==> src/rtl/rx_agc_pkg.sv <==
package rx_agc_pkg;
  localparam int GAIN_W     = 4;
  localparam int GAIN_LIMIT = 7;
  typedef logic [GAIN_W-1:0] gain_code_t;
endpackage

==> src/rtl/rx_agc_shift_lane.sv <==
module rx_agc_shift_lane
  import rx_agc_pkg::*;
#(
  parameter int DATA_W = 16
) (
  input  gain_code_t                 code,
  input  logic signed [DATA_W-1:0]   din,
  output logic signed [DATA_W-1:0]   dout,
  output logic                       ovf
);
  localparam int EW = DATA_W + 8;
  localparam logic signed [EW-1:0] HI_LIM = {{(EW-DATA_W+1){1'b0}}, {(DATA_W-1){1'b1}}};
  localparam logic signed [EW-1:0] LO_LIM = {{(EW-DATA_W+1){1'b1}}, {(DATA_W-1){1'b0}}};

  logic signed [EW-1:0] ext;
  logic signed [EW-1:0] wide;
  logic                 too_hi;
  logic                 too_lo;

  always_comb begin
    ext = {{(EW-DATA_W){din[DATA_W-1]}}, din};
    if (code[GAIN_W-1]) wide = ext >>> code[GAIN_W-2:0];
    else                wide = ext <<< code[GAIN_W-2:0];
    too_hi = wide > HI_LIM;
    too_lo = wide < LO_LIM;
    ovf    = too_hi | too_lo;
    if (too_hi)      dout = HI_LIM[DATA_W-1:0];
    else if (too_lo) dout = LO_LIM[DATA_W-1:0];
    else             dout = wide[DATA_W-1:0];
  end
endmodule

==> src/rtl/rx_agc_stats.sv <==
module rx_agc_stats #(
  parameter int DATA_W = 16,
  parameter int PEAK_W = 8,
  parameter int CNT_W  = 8
) (
  input  logic                     clk,
  input  logic                     rst_n,
  input  logic                     take,
  input  logic signed [DATA_W-1:0] din_i,
  input  logic signed [DATA_W-1:0] din_q,
  input  logic                     ovf,
  input  logic                     frame_end,
  output logic [PEAK_W-1:0]        frame_peak,
  output logic                     frame_sat_nz,
  output logic [PEAK_W-1:0]        peak_o,
  output logic [CNT_W-1:0]         sat_o
);
  localparam int MAG_W = DATA_W - 1;
  localparam logic [CNT_W-1:0] CNT_MAX = '1;

  logic [MAG_W-1:0] peak_acc, peak_run, mag_i, mag_q, cur_mag;
  logic [CNT_W-1:0] cnt_acc, cnt_run;

  function automatic logic [MAG_W-1:0] mag_of(input logic signed [DATA_W-1:0] v);
    logic signed [DATA_W-1:0] n;
    n = -v;
    if (!v[DATA_W-1])                  return v[MAG_W-1:0];
    else if (v == {1'b1, {MAG_W{1'b0}}}) return '1;
    else                               return n[MAG_W-1:0];
  endfunction

  always_comb begin
    mag_i        = mag_of(din_i);
    mag_q        = mag_of(din_q);
    cur_mag      = take ? ((mag_i > mag_q) ? mag_i : mag_q) : '0;
    peak_run     = (cur_mag > peak_acc) ? cur_mag : peak_acc;
    cnt_run      = (take && ovf && cnt_acc != CNT_MAX) ? cnt_acc + 1'b1 : cnt_acc;
    frame_peak   = peak_run[MAG_W-1 -: PEAK_W];
    frame_sat_nz = cnt_run != '0;
  end

  always_ff @(posedge clk) begin
    if (!rst_n) begin
      peak_acc <= '0;
      cnt_acc  <= '0;
      peak_o   <= '0;
      sat_o    <= '0;
    end else if (frame_end) begin
      peak_acc <= '0;
      cnt_acc  <= '0;
      peak_o   <= frame_peak;
      sat_o    <= cnt_run;
    end else begin
      peak_acc <= peak_run;
      cnt_acc  <= cnt_run;
    end
  end

  p_peak_report_r5: assert property (@(posedge clk) disable iff (!rst_n)
    frame_end |=> (peak_o == $past(frame_peak)));
  p_sat_cap_r4: assert property (@(posedge clk) disable iff (!rst_n)
    (!frame_end && cnt_acc == CNT_MAX) |=> (cnt_acc == CNT_MAX));
endmodule

==> src/rtl/rx_agc_ctrl.sv <==
module rx_agc_ctrl
  import rx_agc_pkg::*;
#(
  parameter int PEAK_W = 8,
  parameter int STEP_W = 4,
  parameter int HOLD_W = 4
) (
  input  logic              clk,
  input  logic              rst_n,
  input  logic              agc_en,
  input  logic              frame_end,
  input  logic [PEAK_W-1:0] frame_peak,
  input  logic              frame_sat_nz,
  input  logic [PEAK_W-1:0] cfg_target,
  input  logic [STEP_W-1:0] cfg_attack,
  input  logic [STEP_W-1:0] cfg_decay,
  input  logic [HOLD_W-1:0] cfg_holdoff,
  output gain_code_t        gain_code_o
);
  localparam int SUM_W = STEP_W + GAIN_W;
  localparam logic signed [SUM_W-1:0] LIM_HI = SUM_W'(GAIN_LIMIT);
  localparam logic signed [SUM_W-1:0] LIM_LO = -LIM_HI;

  logic signed [GAIN_W-1:0] gain_q, gain_d, gain_neg;
  logic [HOLD_W-1:0]        hold_q, hold_d;
  logic                     en_q, rise;
  logic signed [SUM_W-1:0]  gain_ext, step_dn, step_up;

  function automatic logic signed [GAIN_W-1:0] clamp_g(input logic signed [SUM_W-1:0] v);
    if (v > LIM_HI)      return LIM_HI[GAIN_W-1:0];
    else if (v < LIM_LO) return LIM_LO[GAIN_W-1:0];
    else                 return v[GAIN_W-1:0];
  endfunction

  always_comb begin
    rise     = agc_en & ~en_q;
    gain_ext = {{(SUM_W-GAIN_W){gain_q[GAIN_W-1]}}, gain_q};
    step_dn  = gain_ext - $signed({{(SUM_W-STEP_W){1'b0}}, cfg_attack});
    step_up  = gain_ext + $signed({{(SUM_W-STEP_W){1'b0}}, cfg_decay});
    gain_d   = gain_q;
    hold_d   = hold_q;
    if (rise) begin
      gain_d = '0;
      hold_d = cfg_holdoff;
    end else if (agc_en && frame_end) begin
      if (frame_sat_nz) begin
        gain_d = clamp_g(step_dn);
        hold_d = cfg_holdoff;
      end else if (frame_peak < cfg_target) begin
        if (hold_q == '0) gain_d = clamp_g(step_up);
        else              hold_d = hold_q - 1'b1;
      end else begin
        hold_d = cfg_holdoff;
      end
    end
    gain_neg    = -gain_q;
    gain_code_o = gain_q[GAIN_W-1] ? {1'b1, gain_neg[GAIN_W-2:0]}
                                   : {1'b0, gain_q[GAIN_W-2:0]};
  end

  always_ff @(posedge clk) begin
    if (!rst_n) begin
      gain_q <= '0;
      hold_q <= '0;
      en_q   <= 1'b0;
    end else begin
      gain_q <= gain_d;
      hold_q <= hold_d;
      en_q   <= agc_en;
    end
  end

  p_gain_range_r2: assert property (@(posedge clk) disable iff (!rst_n)
    (gain_q <= 4'sd7) && (gain_q >= -4'sd7));
  p_enable_rise_r9: assert property (@(posedge clk) disable iff (!rst_n)
    (agc_en && !en_q) |=> (gain_q == '0 && hold_q == $past(cfg_holdoff)));
  p_frozen_r10: assert property (@(posedge clk) disable iff (!rst_n)
    !agc_en |=> ($stable(gain_q) && $stable(hold_q)));
  p_code_hold_r11: assert property (@(posedge clk) disable iff (!rst_n)
    (!frame_end && !(agc_en && !en_q)) |=> $stable(gain_code_o));
  p_attack_reload_r6: assert property (@(posedge clk) disable iff (!rst_n)
    (frame_end && agc_en && en_q && frame_sat_nz) |=> (hold_q == $past(cfg_holdoff)));
endmodule

==> src/rtl/rx_frame_agc.sv <==
module rx_frame_agc
  import rx_agc_pkg::*;
#(
  parameter int DATA_W = 16,
  parameter int PEAK_W = 8,
  parameter int CNT_W  = 8,
  parameter int STEP_W = 4,
  parameter int HOLD_W = 4
) (
  input  logic                     clk,
  input  logic                     rst_n,
  input  logic                     s_valid,
  output logic                     s_ready,
  input  logic signed [DATA_W-1:0] s_i,
  input  logic signed [DATA_W-1:0] s_q,
  input  logic                     frame_end,
  input  logic                     agc_en,
  input  logic [PEAK_W-1:0]        cfg_target,
  input  logic [STEP_W-1:0]        cfg_attack,
  input  logic [STEP_W-1:0]        cfg_decay,
  input  logic [HOLD_W-1:0]        cfg_holdoff,
  output logic                     m_valid,
  input  logic                     m_ready,
  output logic signed [DATA_W-1:0] m_i,
  output logic signed [DATA_W-1:0] m_q,
  output logic [GAIN_W-1:0]        gain_code,
  output logic [PEAK_W-1:0]        peak_level,
  output logic [CNT_W-1:0]         sat_count
);
  localparam int LANES = 2;
  localparam logic signed [DATA_W-1:0] OUT_HI = {1'b0, {(DATA_W-1){1'b1}}};
  localparam logic signed [DATA_W-1:0] OUT_LO = {1'b1, {(DATA_W-1){1'b0}}};

  logic signed [DATA_W-1:0] lane_in  [LANES];
  logic signed [DATA_W-1:0] lane_out [LANES];
  logic [LANES-1:0]         lane_ovf;
  logic                     take;
  logic [PEAK_W-1:0]        frame_peak;
  logic                     frame_sat_nz;

  assign s_ready    = m_ready;
  assign m_valid    = s_valid;
  assign take       = s_valid & m_ready;
  assign lane_in[0] = s_i;
  assign lane_in[1] = s_q;
  assign m_i        = lane_out[0];
  assign m_q        = lane_out[1];

  for (genvar k = 0; k < LANES; k++) begin : g_lane
    rx_agc_shift_lane #(.DATA_W(DATA_W)) u_lane (
      .code (gain_code),
      .din  (lane_in[k]),
      .dout (lane_out[k]),
      .ovf  (lane_ovf[k])
    );
  end

  rx_agc_stats #(.DATA_W(DATA_W), .PEAK_W(PEAK_W), .CNT_W(CNT_W)) u_stats (
    .clk          (clk),
    .rst_n        (rst_n),
    .take         (take),
    .din_i        (s_i),
    .din_q        (s_q),
    .ovf          (|lane_ovf),
    .frame_end    (frame_end),
    .frame_peak   (frame_peak),
    .frame_sat_nz (frame_sat_nz),
    .peak_o       (peak_level),
    .sat_o        (sat_count)
  );

  rx_agc_ctrl #(.PEAK_W(PEAK_W), .STEP_W(STEP_W), .HOLD_W(HOLD_W)) u_ctrl (
    .clk          (clk),
    .rst_n        (rst_n),
    .agc_en       (agc_en),
    .frame_end    (frame_end),
    .frame_peak   (frame_peak),
    .frame_sat_nz (frame_sat_nz),
    .cfg_target   (cfg_target),
    .cfg_attack   (cfg_attack),
    .cfg_decay    (cfg_decay),
    .cfg_holdoff  (cfg_holdoff),
    .gain_code_o  (gain_code)
  );

  p_unity_r1: assert property (@(posedge clk) disable iff (!rst_n)
    (gain_code == '0) |-> (m_i == s_i && m_q == s_q));
  p_clip_rail_r3: assert property (@(posedge clk) disable iff (!rst_n)
    (|lane_ovf) |-> (m_i == OUT_HI || m_i == OUT_LO || m_q == OUT_HI || m_q == OUT_LO));
endmodule

==> config.mk <==
export PLATFORM = sky130hd
export DESIGN_NAME = rx_frame_agc
export DESIGN_NICKNAME = d
export VERILOG_FILES = /design/src/rtl/rx_agc_pkg.sv /design/src/rtl/rx_agc_shift_lane.sv /design/src/rtl/rx_agc_stats.sv /design/src/rtl/rx_agc_ctrl.sv /design/src/rtl/rx_frame_agc.sv
export SDC_FILE = /design/constraint.sdc
export NUM_CORES = 1
export LEC_CHECK = 0
export ABC_CLOCK_PERIOD_IN_PS = 7700
export BUFFER_PORTS_ARGS = -buffer_cell sky130_fd_sc_hd__buf_2
export CAP_MARGIN = 20
export CORE_ASPECT_RATIO = 0.5
export CORE_MARGIN = 3
export CORE_UTILIZATION = 39
export CTS_BUF_LIST = sky130_fd_sc_hd__clkbuf_8
export DETAILED_ROUTE_END_ITERATION = 8
export PLACE_DENSITY = 0.65
export SYNTH_ARGS = -nofsm -noshare
export SYNTH_HDL_FRONTEND = slang
export SYNTH_SLANG_ARGS = --single-unit
==> constraint.sdc <==
create_clock -name clk -period 7.7 [get_ports clk]
set_input_delay 0.385 -clock clk [delete_from_list [all_inputs] [get_ports clk]]
set_output_delay 0.385 -clock clk [all_outputs]
set_load 0.05 [all_outputs]
==> results of run 1 <==
==> through the flow <==
stage	instance area, sq um	power [mW]	setup TNS, ns	hold WS (ns)
2_1_floorplan	7270	0.799	0	0.454
3_3_place_gp	7970	0.966	0	0.466
3_5_place_dp	7970	0.976	-0.164	0.476
4_1_cts	8090	1.17	0	0.332
5_1_grt	8180	1.29	-0.249	0.343
6_report	8180	1.21	0	0.337
==> cell families after synthesis <==
logic type | after synthesis | synth area share [%]
AND/OR/NAND/NOR | 367 | 23.3
AO/OA/AOI/OAI | 316 | 27.7
buffers and inverters | 148 | 8.55
multiplexers | 87 | 12.8
adder cells (fa/ha/maj) | 54 | 9.50
flip-flops | 48 | 13.2
XOR/XNOR | 41 | 4.94
==> state kept, by name, summed over array words and instances, names as in the netlist <==
register / flops
u_stats.peak_acc: 15
u_ctrl.en_q: 1
u_stats.sat_o: 8
u_ctrl.gain_q: 4
u_stats.peak_o: 8
u_stats.cnt_acc: 8
u_ctrl.hold_q: 4
==> what timing repair did <==
| item | CTS | global route |
|---|---|---|
| setup endpoints to repair | 0 | 8 |
| buffers inserted | 0 | 2 |
| resized for setup | 0 | 9 |
==> report_power, final <==
| part | switching [mW] | total, mW | internal (mW) |
|---|---|---|---|
| logic | 0.494 | 0.745 | 0.251 |
| clock network | 0.0926 | 0.191 | 0.0980 |
| registers | 0.00826 | 0.270 | 0.262 |
| total | 0.595 | 1.21 | 0.611 |
==> cell type report <==
cell class | count | area [sq um]
clock inverters | 3 | 47.5
well taps | 234 | 293
repair buffers | 147 | 826
multi-input cells | 866 | 5760
clock buffers | 5 | 68.8
inverters | 58 | 218
flip-flops and latches | 48 | 965
fillers | 1863 | 9650
==> layer usage <==
layer  wire, um  global-route usage (%)  part of all wire (%)  vias to the layer above
met4        260                    4.21                   1.1                        0
li1           -                       -                     -                     3905
met1      12200                    35.1                    52                     3688
met5          0                       0                     0                        -
met3       1190                    2.02                   5.1                       19
met2       9930                    34.8                    42                      263
==> placed cells by master (no fill, tap or decap), types with 8 or more instances in the layout <==
| master | netlist | layout |
|---|---|---|
| sky130_fd_sc_hd__nor2_1 | 150 | 150 |
| sky130_fd_sc_hd__nand3_1 | 19 | 19 |
| sky130_fd_sc_hd__o31ai_1 | 12 | 12 |
| sky130_fd_sc_hd__a211oi_1 | 27 | 26 |
| sky130_fd_sc_hd__ha_1 | 52 | 52 |
| sky130_fd_sc_hd__mux2i_1 | 69 | 69 |
| sky130_fd_sc_hd__inv_1 | 54 | 54 |
| sky130_fd_sc_hd__nand2b_1 | 27 | 27 |
| sky130_fd_sc_hd__a21o_1 | 11 | 11 |
| sky130_fd_sc_hd__dfxtp_1 | 48 | 45 |
| sky130_fd_sc_hd__o21ai_0 | 94 | 93 |
| sky130_fd_sc_hd__nand2_1 | 92 | 92 |
| sky130_fd_sc_hd__o211ai_1 | 8 | 8 |
| sky130_fd_sc_hd__xnor2_1 | 18 | 18 |
| sky130_fd_sc_hd__nand4_1 | 10 | 10 |
| sky130_fd_sc_hd__mux2_2 | 14 | 14 |
| sky130_fd_sc_hd__xor2_1 | 23 | 23 |
| sky130_fd_sc_hd__buf_4 | 8 | 36 |
| sky130_fd_sc_hd__nor3_1 | 19 | 19 |
| sky130_fd_sc_hd__a21oi_1 | 88 | 88 |
| sky130_fd_sc_hd__or3_1 | 9 | 9 |
| sky130_fd_sc_hd__buf_2 | 5 | 111 |
==> final timing paths <==
kind | endpoint | slack, ns
worst min-delay path | u_ctrl.en_q | 0.34
worst max-delay path | u_ctrl.gain_q[0] | 0.47
worst max register to register | u_ctrl.hold_q[2] | 2.47
worst min register to register | u_stats.peak_acc[0] | 0.49
==> critical path: cells and delay by family <==
family,cells,cell delay [ns]
AND/OR/NAND/NOR,8,2.24
adder cells (fa/ha/maj),3,0.85
AO/OA/AOI/OAI,15,3.34
buffers and inverters,4,0.62
==> run_results.csv, run 1 <==
group,metric,value,unit
status,status,"finished clean",
floorplan,die-area,20400,sq um
worst_setup_path,worst_path_max_delay_cell,"sky130_fd_sc_hd__or4_1",
worst_hold_path,hold_depth,2,
drt,ant_nets,0,
synthesis,synth_most_common_cell,"sky130_fd_sc_hd__nor2_1",
place,port-buffer-count,111,
cts,h-tree-depth,2,
power_and_ir_drop,p_per_area,147,nW/um^2
synthesis,synth-main-ff-cell,"sky130_fd_sc_hd__dfxtp_1",
global_route,grt_overflow,0,
worst_setup_path,critPathArrivalTime,7.44,ns
cells_and_area,drive_above_1_share,18.0,%
place,global_placer_s_final_weighted_congestion,0.962,
power_and_ir_drop,leakagePower,3.64,nW
synthesis,seq_total_area_yosys,13.2,%
worst_setup_path,critical_path_class,"primary input to register",
cts,clock_sink_count,48,
worst_setup_path,timing.critical_path.slowest_cell_delay,0.54,ns
worst_setup_path,critical_path_fanout_max,15,
floorplan,die_width,199,um
floorplan,floorplan.die.height,103,um
timing,hold_viol,0,
cells_and_area,fin_nets,1238,
cts,cts.root.buffer_cell,"sky130_fd_sc_hd__clkbuf_8",
timing,fin_crit,7.23,ns
synthesis,synth.ff_latch_count,48,
worst_setup_path,crit_start,"s_q[8]",
synthesis,synth_cells,1061,
drt,routed_wl,23600,um
global_route,antenna_found_initial,0,
synthesis,synth_enable_flop_cells,0,
worst_setup_path,reg2regPathDepth,14,
place,dp_slack,-0.0460,ns
drt,via_density_per_instance,5.79,
run,drv_cap,0,
cts,worst_skew_pair.late_latency,0.30,ns
worst_hold_path,worst_hold_path_type,"primary input to register",
synthesis,async_reset_ff_share,0,%
worst_setup_path,timing.critical_path.required,7.91,ns
global_route,overall_global_routing_usage,22.8,%
timing,finalCritPeriodShare,93.9,%
drt,routedWlPerCell,17.3,um
worst_setup_path,timing.critical_path.from_type,"primary input",
timing,maxSlewHeadroom,35.4,%
timing,max_clock_freq,138,MHz
timing,clock-skew-final,0.00762,ns
synthesis,syn-cell-area,7270,sq um
cts,clockBufferDepth,2,
drt,dr.pass1.iters,5,
drt,dr_total_vias,7875,
synthesis,synth_common_cells,"150 x sky130_fd_sc_hd__nor2_1, 94 x sky130_fd_sc_hd__o21ai_0, 92 x sky130_fd_sc_hd__nand2_1",
cells_and_area,diode_insertion_count_for_antenna_repair,0,
synthesis,yosysWarningCount,0,
cells_and_area,final_core_utilization,45.9,%
cts,tritoncts.num_buffers,5,
floorplan,rows,34,
place,detailed_place_hpwl,17900,um
worst_setup_path,regToRegStartpoint,"u_ctrl.gain_q[1]",
place,dp.cells,1349,
synthesis,synth.area.top_cells,"sky130_fd_sc_hd__dfxtp_1 13%, sky130_fd_sc_hd__mux2i_1 9.5%, sky130_fd_sc_hd__ha_1 8.9%, sky130_fd_sc_hd__nor2_1 7.7%, sky130_fd_sc_hd__o21ai_0 6.5%",
floorplan,io_pins,112,
cells_and_area,syn_to_final_growth,12.4,%
drt,route.detailed.drc,0,
power_and_ir_drop,peakVddDrop,116,uV
worst_setup_path,crit_path_end_kind,"register",
timing,final_critical_path_setup_slack,0.467,ns
floorplan,initial_utilization,40.8,%
worst_hold_path,timing.hold.worst.start,"agc_en",
synthesis,syn-num-nets,1173,
cts,tritoncts,"built",
drt,drt_first_iter_violations,676,
synthesis,netlist.top_cell.by_area,"sky130_fd_sc_hd__dfxtp_1",
timing,setup-violations-final,0,
timing,tightest_slew,0.943,ns
floorplan,fp.coreArea,17800,sq um
synthesis,synth.lib_cells_used.distinct,79,
cts,cts_hold_buf,0,
synthesis,yosysTopAreaCellShare,13.2,%
global_route,largest_net_degree_at_the_start_of_global_routing,81,
global_route,grt_first_pass_wirelength,38500,um
timing,total_count_of_max_transition_violations_in_the_final_report,0,
global_route,vias_in_the_first_global_route,7338,
cts,clkSlewWorstSetupHoldPaths,0.10,ns
cells_and_area,finalNonFillerCells,1361,
synthesis,synthesis.area_per_instance,6.85,sq um
No activity file was read; power rests on OpenSTA's default activity.
==> run 2, diff against run 1 <==
--- a/config.mk
+++ b/config.mk
@@ -11,9 +11,9 @@
 export CORE_ASPECT_RATIO = 0.5
 export CORE_MARGIN = 3
 export CORE_UTILIZATION = 39
-export CTS_BUF_LIST = sky130_fd_sc_hd__clkbuf_8
 export DETAILED_ROUTE_END_ITERATION = 8
 export PLACE_DENSITY = 0.65
+export REMOVE_ABC_BUFFERS = 1
 export SYNTH_ARGS = -nofsm -noshare
 export SYNTH_HDL_FRONTEND = slang
 export SYNTH_SLANG_ARGS = --single-unit
==> constraint.sdc (replaced) <==
create_clock -name clk -period 7.7 [get_ports clk]
set_input_delay 1.155 -clock clk [delete_from_list [all_inputs] [get_ports clk]]
set_output_delay 1.155 -clock clk [all_outputs]
set_load 0.05 [all_outputs]
==> run 2 against run 1 <==
Flip-flop and latch count unchanged. Final area is 14% higher. Sequential share of layout area decreased by 1.5 points. Largest power group unchanged. Critical endpoint is now u_ctrl.hold_q[1]. Clock-buffer cell count is 1 higher. Total power rose by 16%. Final cell count increased by 7.9%.
==> run_results.csv, run 2 (synthesis results as in run 1) <==
group,metric,value,unit
timing,setup-violations-final,0,
cells_and_area,diode_insertion_count_for_antenna_repair,0,
power_and_ir_drop,peakVddDrop,102,uV
place,dp_slack,-0.680,ns
place,port-buffer-count,111,
floorplan,io_pins,112,
cells_and_area,final_core_utilization,52.5,%
drt,routedWlPerCell,16.7,um
place,dp.cells,1443,
floorplan,initial_utilization,40.8,%
cells_and_area,fillers,1737,
power_and_ir_drop,internal_power,769,uW
worst_setup_path,timing.critical_path.slowest_cell_delay,0.61,ns
timing,clock-skew-final,0.00507,ns
drt,dr_total_vias,8368,
worst_setup_path,crit_path_end_kind,"register",
global_route,grt_overflow,0,
floorplan,die-area,20400,sq um
cts,cts_hold_buf,0,
cells_and_area,final_design_area_no_fill,9360,sq um
drt,route.detailed.drc,0,
drt,dr.pass1.iters,5,
global_route,vias_in_the_first_global_route,7647,
worst_setup_path,timing.critical_path.from_type,"primary input",
power_and_ir_drop,swShare,45.2,%
worst_setup_path,critical_path_class,"primary input to register",
worst_hold_path,worst_hold_path_type,"register to register",
timing,tightest_slew,1.00,ns
cells_and_area,top_register,"u_stats.peak_acc",
cts,tritoncts,"built",
floorplan,rows,34,
timing,grt_setup_unrepaired,"true",
floorplan,floorplan.die.height,103,um
drt,routed_wl,24500,um
floorplan,die_width,199,um
worst_setup_path,buffers_plus_inverters_on_the_worst_setup_path,6,
worst_setup_path,worst_setup_slack_for_register_to_register_paths,3.02,ns
power_and_ir_drop,leakagePower,4.26,nW
cells_and_area,final_cell_mix,"145 x sky130_fd_sc_hd__nor2_1, 138 x sky130_fd_sc_hd__buf_4, 110 x sky130_fd_sc_hd__buf_2",
power_and_ir_drop,combinationalPowerShare,62.4,%
cts,h-tree-depth,2,
cts,clkSlewWorstSetupHoldPaths,0.07,ns
cts,clockBufferDepth,2,
worst_setup_path,worst_path_max_delay_cell,"sky130_fd_sc_hd__or4b_4",
cells_and_area,mostFrequentLayoutCell,"sky130_fd_sc_hd__nor2_1",
cells_and_area,finalNonFillerCells,1469,
place,global_placer_s_final_weighted_congestion,0.933,
drt,ant_nets,0,
power_and_ir_drop,power_switching,636,uW
cts,cts.root.buffer_cell,"sky130_fd_sc_hd__clkbuf_16",
worst_setup_path,cpLargestDelayFamily,"simple AND/OR/NAND/NOR gates",
timing,finalCritPeriodShare,99.9,%
global_route,overall_global_routing_usage,22.6,%
worst_setup_path,worst_path_most_repeated_cell,"sky130_fd_sc_hd__ha_1",
global_route,grt_first_pass_wirelength,38200,um
floorplan,fp.coreArea,17800,sq um
timing,hold_viol,0,
worst_setup_path,critPathArrivalTime,7.90,ns
worst_setup_path,timing.critical_path.required,7.91,ns
timing,fin_crit,7.69,ns
drt,via_density_per_instance,5.70,
worst_setup_path,critical_path_fanout_max,8,
cells_and_area,syn_to_final_growth,28.7,%
global_route,largest_net_degree_at_the_start_of_global_routing,76,
cells_and_area,drive_above_1_share,29.1,%
cts,worst_skew_pair.late_latency,0.29,ns
cts,clock_sink_count,48,
timing,maxSlewHeadroom,33.1,%
timing,final_critical_path_setup_slack,0.0100,ns
power_and_ir_drop,p_per_area,150,nW/um^2
place,postPlaceCellArea,8680,sq um
power_and_ir_drop,seq_power_share,19.3,%
global_route,antenna_found_initial,0,
timing,max_clock_freq,130,MHz
cells_and_area,fin_nets,1346,
timing,final.hold.worst_slack,0.487,ns
run,drv_cap,0,
cells_and_area,number_of_flip_flops_in_the_largest_register,15,
timing,total_count_of_max_transition_violations_in_the_final_report,0,
place,detailed_place_hpwl,18000,um
power_and_ir_drop,power_frac_clock,18.3,%
drt,drt_first_iter_violations,773,
status,status,"finished clean",
cts,tritoncts.num_buffers,5,
==> run 2: cell types whose count changed in the layout (fill, tap and decap cells not counted), sizes merged <==
cell    previous run  this run
buf              147       255
clkbuf             5         6
clkinv             4         3
==> run 2: worst reg2reg max path: cells and delay by family, from the launching register on <==
kind,cells,cell delay [ns]
buf+inv,5,1.04
fa+ha+maj,1,0.32
compound gates,4,1.21
mux,3,0.72
flops,1,0.31
simple gates,3,0.98
==> run 2: cell type report <==
| class | instances | area (sq um) | share of cell area (%) |
|---|---|---|---|
| Clock buffer | 6 | 139 | 1.48 |
| Tap cell | 234 | 293 | 3.13 |
| Timing Repair Buffer | 255 | 1680 | 18.0 |
| Inverter | 58 | 218 | 2.33 |
| Multi-Input combinational cell | 866 | 6020 | 64.3 |
| Clock inverter | 2 | 38.8 | 0.415 |
| Sequential cell | 48 | 965 | 10.3 |
==> run 2: path summary, 6_finish.rpt <==
kind,startpoint,to,depth (start not counted)
worst min register to register,u_stats.peak_o[6],u_stats.peak_o[6],2
worst max register to register,u_ctrl.gain_q[1],u_ctrl.hold_q[3],16
worst min-delay path,u_stats.peak_o[6],u_stats.peak_o[6],2
worst max-delay path,s_i[5],u_ctrl.hold_q[1],32
==> run 2: per-layer routing <==
layer,global-route usage [%],share of wire (%)
met5,0,0
met4,5.56,1.3
met3,1.73,6.1
met2,37.6,45
met1,32.2,48
==> run 2: what timing repair did <==
item                       in CTS  in global routing
setup endpoints to repair       8                  8
cloned                          1                  0
gates resized for setup        17                 55
pin swaps                       6                 25
buffers inserted                2                 14
==> run 2: power groups by stage <==
stage	sequential (mW)	combinational (mW)	clock (mW)
finish	0.271	0.877	0.257
global route	0.272	0.947	0.272
global placement	0.276	0.757	0
floorplan	0.303	0.461	0
detailed placement	0.276	0.767	0
CTS	0.271	0.811	0.262
==> run 2: per-stage QoR <==
step	power, mW	setup TNS [ns]
after global placement	1.03	-3.34
after global routing	1.49	-1.56
after floorplan	0.764	-26.00
final	1.40	0
after CTS	1.34	0
after detailed placement	1.04	-5.03
